[src/rtl/gpio_irq_pkg.sv]
package gpio_irq_pkg;

   typedef enum logic [1:0] {
      DET_OFF  = 2'd0,
      DET_FALL = 2'd1,
      DET_RISE = 2'd2,
      DET_BOTH = 2'd3
   } det_mode_t;

   // packed so that the MSB is register bit 5 and the LSB is bit 0
   typedef struct packed {
      logic       dir;
      logic       od;
      logic       pull_en;
      logic [1:0] pull_sel;
      logic       val;
   } octl_t;

   localparam int OCTL_W = $bits(octl_t);

endpackage

[src/rtl/gpio_pin_slice.sv]
module gpio_pin_slice
   import gpio_irq_pkg::*;
#(
   parameter int SYNC_STAGES = 2
) (
   input  logic              clk,
   input  logic              rst_n,
   input  logic              pin_in,
   input  logic              octl_we,
   input  logic              ictl_we,
   input  logic [OCTL_W-1:0] wbits,
   input  logic              clr,
   output octl_t             octl,
   output det_mode_t         mode,
   output logic              level,
   output logic              pend
);

   if (SYNC_STAGES < 2) begin : g_bad_sync
      $error("gpio_pin_slice: SYNC_STAGES must be at least 2");
   end

   logic [SYNC_STAGES-1:0] sq;
   logic                   prev;
   logic                   hit;

   always_ff @(posedge clk or negedge rst_n) begin
      if (!rst_n) begin
         sq   <= '0;
         prev <= 1'b0;
      end else begin
         sq   <= {sq[SYNC_STAGES-2:0], pin_in};
         prev <= sq[SYNC_STAGES-1];
      end
   end

   assign level = sq[SYNC_STAGES-1];

   always_ff @(posedge clk or negedge rst_n) begin
      if (!rst_n) begin
         octl <= '0;
         mode <= DET_OFF;
      end else begin
         if (octl_we) octl <= octl_t'(wbits);
         if (ictl_we) mode <= det_mode_t'(wbits[2:1]);
      end
   end

   always_comb begin
      case (mode)
         DET_FALL: hit = prev & ~level;
         DET_RISE: hit = ~prev & level;
         DET_BOTH: hit = prev ^ level;
         default:  hit = 1'b0;
      endcase
   end

   // an edge in the same cycle as a clear keeps the bit set
   always_ff @(posedge clk or negedge rst_n) begin
      if (!rst_n) pend <= 1'b0;
      else        pend <= (pend & ~clr) | hit;
   end

   p_pend_src_r6: assert property (@(posedge clk) disable iff (!rst_n)
      $rose(pend) |-> ($past(mode) != DET_OFF));

   p_edge_wins_r9: assert property (@(posedge clk) disable iff (!rst_n)
      (hit && clr) |=> pend);

   p_clear_r8: assert property (@(posedge clk) disable iff (!rst_n)
      (clr && !hit) |=> !pend);

endmodule

[src/rtl/gpio_irq_merge.sv]
module gpio_irq_merge #(
   parameter int NUM_PINS = 16,
   parameter int BANK_W   = 8
) (
   input  logic [NUM_PINS-1:0] pend,
   input  logic [NUM_PINS-1:0] mask,
   output logic                irq
);

   localparam int NUM_BANKS = NUM_PINS / BANK_W;

   logic [NUM_BANKS-1:0] bank_irq;

   for (genvar b = 0; b < NUM_BANKS; b++) begin : g_bank
      assign bank_irq[b] = |(pend[b*BANK_W +: BANK_W] & ~mask[b*BANK_W +: BANK_W]);
   end

   assign irq = |bank_irq;

endmodule

[src/rtl/gpio_irq_ctrl.sv]
module gpio_irq_ctrl
   import gpio_irq_pkg::*;
#(
   parameter int NUM_PINS    = 16,
   parameter int BANK_W      = 8,
   parameter int ADDR_W      = 8,
   parameter int DATA_W      = 8,
   parameter int SYNC_STAGES = 2,
   parameter int PEND_BASE   = 'h0B,
   parameter int MASK_BASE   = 'h19,
   parameter int OCTL_BASE   = 'h2B,
   parameter int ICTL_BASE   = 'h33,
   parameter int CTL_STRIDE  = 'h10
) (
   input  logic                  clk,
   input  logic                  rst_n,
   input  logic [ADDR_W-1:0]     addr,
   input  logic [DATA_W-1:0]     wdata,
   input  logic                  wr_en,
   input  logic                  rd_en,
   output logic [DATA_W-1:0]     rdata,
   input  logic [NUM_PINS-1:0]   pin_in,
   output logic [NUM_PINS-1:0]   pin_out,
   output logic [NUM_PINS-1:0]   pin_oe,
   output logic [NUM_PINS-1:0]   pin_od,
   output logic [NUM_PINS-1:0]   pin_pull_en,
   output logic [2*NUM_PINS-1:0] pin_pull_sel,
   output logic                  irq
);

   localparam int NUM_BANKS = NUM_PINS / BANK_W;

   if (BANK_W != DATA_W) begin : g_bad_bank
      $error("gpio_irq_ctrl: BANK_W must equal DATA_W");
   end
   if (NUM_PINS % BANK_W != 0) begin : g_bad_pins
      $error("gpio_irq_ctrl: NUM_PINS must be a multiple of BANK_W");
   end
   if (DATA_W < OCTL_W) begin : g_bad_data
      $error("gpio_irq_ctrl: DATA_W too narrow for control fields");
   end

   function automatic logic [ADDR_W-1:0] octl_addr(int i);
      return ADDR_W'(OCTL_BASE + (i / BANK_W) * CTL_STRIDE + (i % BANK_W));
   endfunction

   function automatic logic [ADDR_W-1:0] ictl_addr(int i);
      return ADDR_W'(ICTL_BASE + (i / BANK_W) * CTL_STRIDE + (i % BANK_W));
   endfunction

   octl_t                octl_v  [NUM_PINS];
   det_mode_t            mode_v  [NUM_PINS];
   logic [NUM_PINS-1:0]  level_v;
   logic [NUM_PINS-1:0]  pend_v;
   logic [NUM_PINS-1:0]  mask_q;
   logic [NUM_PINS-1:0]  clr_v;

   for (genvar i = 0; i < NUM_PINS; i++) begin : g_pin
      localparam int B = i / BANK_W;
      localparam int K = i % BANK_W;
      logic octl_we, ictl_we;

      assign octl_we  = wr_en && (addr == octl_addr(i));
      assign ictl_we  = wr_en && (addr == ictl_addr(i));
      assign clr_v[i] = wr_en && (addr == ADDR_W'(PEND_BASE + B)) && wdata[K];

      gpio_pin_slice #(.SYNC_STAGES(SYNC_STAGES)) u_slice (
         .clk     (clk),
         .rst_n   (rst_n),
         .pin_in  (pin_in[i]),
         .octl_we (octl_we),
         .ictl_we (ictl_we),
         .wbits   (wdata[OCTL_W-1:0]),
         .clr     (clr_v[i]),
         .octl    (octl_v[i]),
         .mode    (mode_v[i]),
         .level   (level_v[i]),
         .pend    (pend_v[i])
      );

      assign pin_out[i]          = octl_v[i].val;
      assign pin_oe[i]           = octl_v[i].dir & ~(octl_v[i].od & octl_v[i].val);
      assign pin_od[i]           = octl_v[i].od;
      assign pin_pull_en[i]      = octl_v[i].pull_en;
      assign pin_pull_sel[2*i+:2] = octl_v[i].pull_sel;
   end

   always_ff @(posedge clk or negedge rst_n) begin
      if (!rst_n) begin
         mask_q <= '1;
      end else if (wr_en) begin
         for (int b = 0; b < NUM_BANKS; b++) begin
            if (addr == ADDR_W'(MASK_BASE + b))
               mask_q[b*BANK_W +: BANK_W] <= wdata[BANK_W-1:0];
         end
      end
   end

   logic [DATA_W-1:0] rd_next;
   logic              rd_hit;

   always_comb begin
      rd_next = '0;
      rd_hit  = 1'b0;
      for (int i = 0; i < NUM_PINS; i++) begin
         if (addr == octl_addr(i)) begin
            rd_next = DATA_W'(octl_v[i]);
            rd_hit  = 1'b1;
         end
         if (addr == ictl_addr(i)) begin
            rd_next = DATA_W'({mode_v[i], level_v[i]});
            rd_hit  = 1'b1;
         end
      end
      for (int b = 0; b < NUM_BANKS; b++) begin
         if (addr == ADDR_W'(PEND_BASE + b)) begin
            rd_next = DATA_W'(pend_v[b*BANK_W +: BANK_W]);
            rd_hit  = 1'b1;
         end
         if (addr == ADDR_W'(MASK_BASE + b)) begin
            rd_next = DATA_W'(mask_q[b*BANK_W +: BANK_W]);
            rd_hit  = 1'b1;
         end
      end
   end

   always_ff @(posedge clk or negedge rst_n) begin
      if (!rst_n)     rdata <= '0;
      else if (rd_en) rdata <= rd_next;
   end

   gpio_irq_merge #(.NUM_PINS(NUM_PINS), .BANK_W(BANK_W)) u_merge (
      .pend (pend_v),
      .mask (mask_q),
      .irq  (irq)
   );

   p_od_release_r3: assert property (@(posedge clk) disable iff (!rst_n)
      !(|(pin_oe & pin_od & pin_out)));

   p_unmapped_zero_r11: assert property (@(posedge clk) disable iff (!rst_n)
      (rd_en && !rd_hit) |=> (rdata == '0));

   p_rd_hold_r12: assert property (@(posedge clk) disable iff (!rst_n)
      !rd_en |=> $stable(rdata));

   p_all_masked_r10: assert property (@(posedge clk) disable iff (!rst_n)
      (&mask_q) |-> !irq);

endmodule

[config.mk]
export PLATFORM = sky130hd
export DESIGN_NAME = gpio_irq_ctrl
export DESIGN_NICKNAME = d
export VERILOG_FILES = /design/src/rtl/gpio_irq_pkg.sv /design/src/rtl/gpio_pin_slice.sv /design/src/rtl/gpio_irq_merge.sv /design/src/rtl/gpio_irq_ctrl.sv
export SDC_FILE = /design/constraint.sdc
export NUM_CORES = 1
export LEC_CHECK = 0
export BUFFER_PORTS_ARGS = -buffer_cell sky130_fd_sc_hd__buf_2
export CAP_MARGIN = 20
export CORE_UTILIZATION = 55
export CTS_CLUSTER_DIAMETER = 60
export DETAILED_ROUTE_END_ITERATION = 8
export PLACE_DENSITY = 0.74
export RECOVER_POWER = 50
export SYNTH_ARGS = -nofsm -noshare
export SYNTH_HDL_FRONTEND = slang
export SYNTH_HIERARCHICAL = 1
export SYNTH_SLANG_ARGS = --single-unit
[constraint.sdc]
create_clock -name clk -period 3.3 [get_ports clk]
set_input_delay 0.825 -clock clk [delete_from_list [all_inputs] [get_ports clk]]
set_output_delay 0.825 -clock clk [all_outputs]
set_load 0.02 [all_outputs]
==> impl_metrics.ini <==
[sta]
max_slew_margin_pct = -62.4
hold_viol_final = 0
post_route_worst_setup_slack_ns = 0.302
worst_clock_skew_ns = 0.0307
setup_repair_after_global_routing_missed_its_margin = no
finalCritPeriodShare_pct = 90.8
slew_viol_final = 52
worstMarginPinSlew_ns = 2.44
fmax_mhz = 334
post-route-min-period_ns = 3.00
setup_viol = 0

[pwr]
pwr-share-seq_pct = 47.5
vdd.ir_drop.worst_v = 0.000310
internal_power_uw = 4560
switching_pwr_uw = 1650
power.density_nw_per_um2 = 463
power_frac_clock_pct = 41.7
power.combinational.fraction_pct = 10.8
sw_frac_of_total_pct = 26.5
total_leakage_power_uw = 0.00640

[synth]
postSynth.topFlopCell = dfrtp_1
netlist_area_um2 = 11700
synth_area_leaders = dfrtp_1, mux2_4, mux2_2
synth_top_area_share_pct = 42.8
synthArstFlopShare_pct = 100
synth.distinct_cells = 81
yosys_warnings = 6
post-synth-top-count-cell = dfrtp_1
synth_edf_count = 0
ys_seq_area_share_pct = 46.4
synth.cells.most_frequent = dfrtp_1, mux2_4, nand2_1, inv_1, mux2_2
syn_inst = 980
synth_top_area_cell = dfrtp_1
syn_nets = 1048
synth.ff_latch_count = 216
average_cell_area_after_synthesis_um2 = 11.9

[worst_setup_path]
timing.reg2reg.worst_path_depth = 6
regToRegStartpoint = g_pin[7].u_slice/octl[4]$_DFFE_PN0P_
end_kind = flip-flop
cp-start-kind = primary input
timing.reg2reg.setup_slack_ns = 1.03
timing_worst_setup_path_type = in2reg
timing.critical_path.required_ns = 3.66
crit_path_max_fanout = 37
worst_r2r_endpoint = rdata[4]$_DFFE_PN0P_
worstPathArrival_ns = 3.36

[clock_network]
tritoncts = done
number_of_hold_buffers_added_after_cts = 0
post_cts_resized = 0
clk_transition_reported_paths_ns = 0.06
cts_setup_buffers = 0
cts_buffers = 24
htree_num_levels = 1
ctsLongestPathBuffers = 3
clock-root-buffer = clkbuf_16
numClockSinks = 216
clk_latency_ns = 0.54

[floorplan]
std_cell_rows = 52
core-area_um2 = 20600
die_h_um = 148
die_width_um = 148
num_io_pins = 141
start_util_pct = 56.9
die_footprint_um2 = 21800

[run_status]
violations = max-capacitance violations, max-slew violations
run_status = complete, but fails checks

[global_route]
antenna_found_initial = 1
grt_start_max_net_pins = 100
wire_length_of_the_first_global_routing_pass_mm = 54.8
first_global_vias = 8810
global_route.usage.total_pct = 33.6
grt_overflow_total = 0

[final_layout]
area.growth.synth_to_final_pct = 14.5
layout-drive-gt1-share_pct = 36.1
fillerInstances = 1650
layout.nets = 1198
layout.cells.non_filler = 1417
antenna_cells_inserted = 0
multi_input_comb_area_um2 = 5540
regArea_um2 = 5430

[hold_path]
hold_class = reg2reg
worst_hold_path.num_cells = 0
min_from = g_pin[4].u_slice/sq[0]$_DFF_PN0_
holdPathEnd = g_pin[4].u_slice/sq[1]$_DFF_PN0_

[drt]
detail_route.vias_per_cell = 6.46
drt-pass1-iter-count = 7
drtAntennaViolNets = 0
via_count = 9148
finalWirelength_mm = 36.1
detailedRoute.firstIterationViolations = 829
drcViolationCount = 0
avgRoutedWirePerCell_um = 25.5

[place]
pre_cts_ws_ns = -0.0581
dp.cells = 1374
numPortBuffers = 140
post-dp-hpwl_mm = 26.3
globalplace.congestion = 0.998

[flow_run]
drv_cap = 1
## cell usage in the layout (no fill, tap or decap), types with 21 or more instances in the layout
cell	instances
nand2_1	60
buf_2	135
nor2_1	35
clkbuf_16	24
inv_1	59
mux2_4	96
buf_4	46
a21oi_1	21
dfrtp_1	200
mux2_2	49
o211ai_1	25
ha_1	32
and3_1	32
## layout make-up
type                    instances  share of cell area [%]
flip-flops and latches        216                    40.5
multi-input cells             640                    41.4
repair buffers                189                    8.22
well taps                     270                    2.52
clock buffers                  36                    5.05
inverters                      59                    1.65
clock inverters                 7                   0.654
## metal layers
| layer | vias to the layer above | GRT usage (%) | part of all wire, % |
|---|---|---|---|
| li1 | 3940 | - | - |
| met1 | 4587 | 47.6 | 43 |
| met2 | 535 | 51.6 | 45 |
| met3 | 86 | 5.03 | 8.0 |
| met4 | 0 | 13.9 | 3.9 |
| met5 | - | 0 | 0 |
## flip-flops by register name (all words and copies together) (netlist names)
signal,cells
g_pin.u_slice/mode,32
rdata,8
mask_q,16
g_pin.u_slice/sq,32
g_pin.u_slice/pend,16
g_pin.u_slice/prev,16
g_pin.u_slice/octl,96
## metrics by stage
step                      hold WS, ns  util (%)  power [uW]  cell area, um2  TNS (ns)
final                           0.345      65.1        6200           13400         0
after global routing            0.351      65.1        6400           13400         0
after detailed placement        0.335      61.5        3660           12600   -0.0683
after global placement          0.331      61.5        3640           12600    -0.163
after floorplan                 0.331         -        3320           11700         0
after CTS                       0.221      65.2        6230           13400         0
## critical path: stages
cell and delay [ns]:
buf_2 0.52, nor4b_2 0.24, and3_1 0.24, a2111oi_0 0.52, buf_4 0.22, nand4_1 0.10
o21ai_0 0.55, a21oi_1 0.13
## logic make-up after synthesis
logic type / Yosys count / synth area share [%]
muxes: 152 / 17.7
and+or+nand+nor: 248 / 12.3
DFF: 216 / 46.4
AOI/OAI and AO/OA: 208 / 13.9
adders and majority gates: 32 / 3.43
buffers and inverters: 124 / 6.26
## how the worst max path moves through the flow
stage	from	endpoint	slack (ns)	cells past startpoint
6_report	addr[0]	rdata[4]$_DFFE_PN0P_	0.30	8
5_1_grt	rst_n	g_pin[9].u_slice/prev$_DFF_PN0_	0.12	2
4_1_cts	addr[7]	rdata[1]$_DFFE_PN0P_	0.47	6
3_5_place_dp	addr[7]	rdata[1]$_DFFE_PN0P_	-0.06	6
3_3_place_gp	addr[7]	rdata[1]$_DFFE_PN0P_	-0.08	6
2_1_floorplan	addr[6]	rdata[1]$_DFFE_PN0P_	0.66	8
## power groups by stage
stage | sequential, uW | clock [uW] | combinational (uW)
floorplan | 2990 | 0 | 335
global placement | 2990 | 0 | 655
detailed placement | 2990 | 0 | 669
CTS | 2940 | 2620 | 672
global route | 2960 | 2720 | 719
finish | 2950 | 2590 | 671
Power figures use the tool's default switching activity.
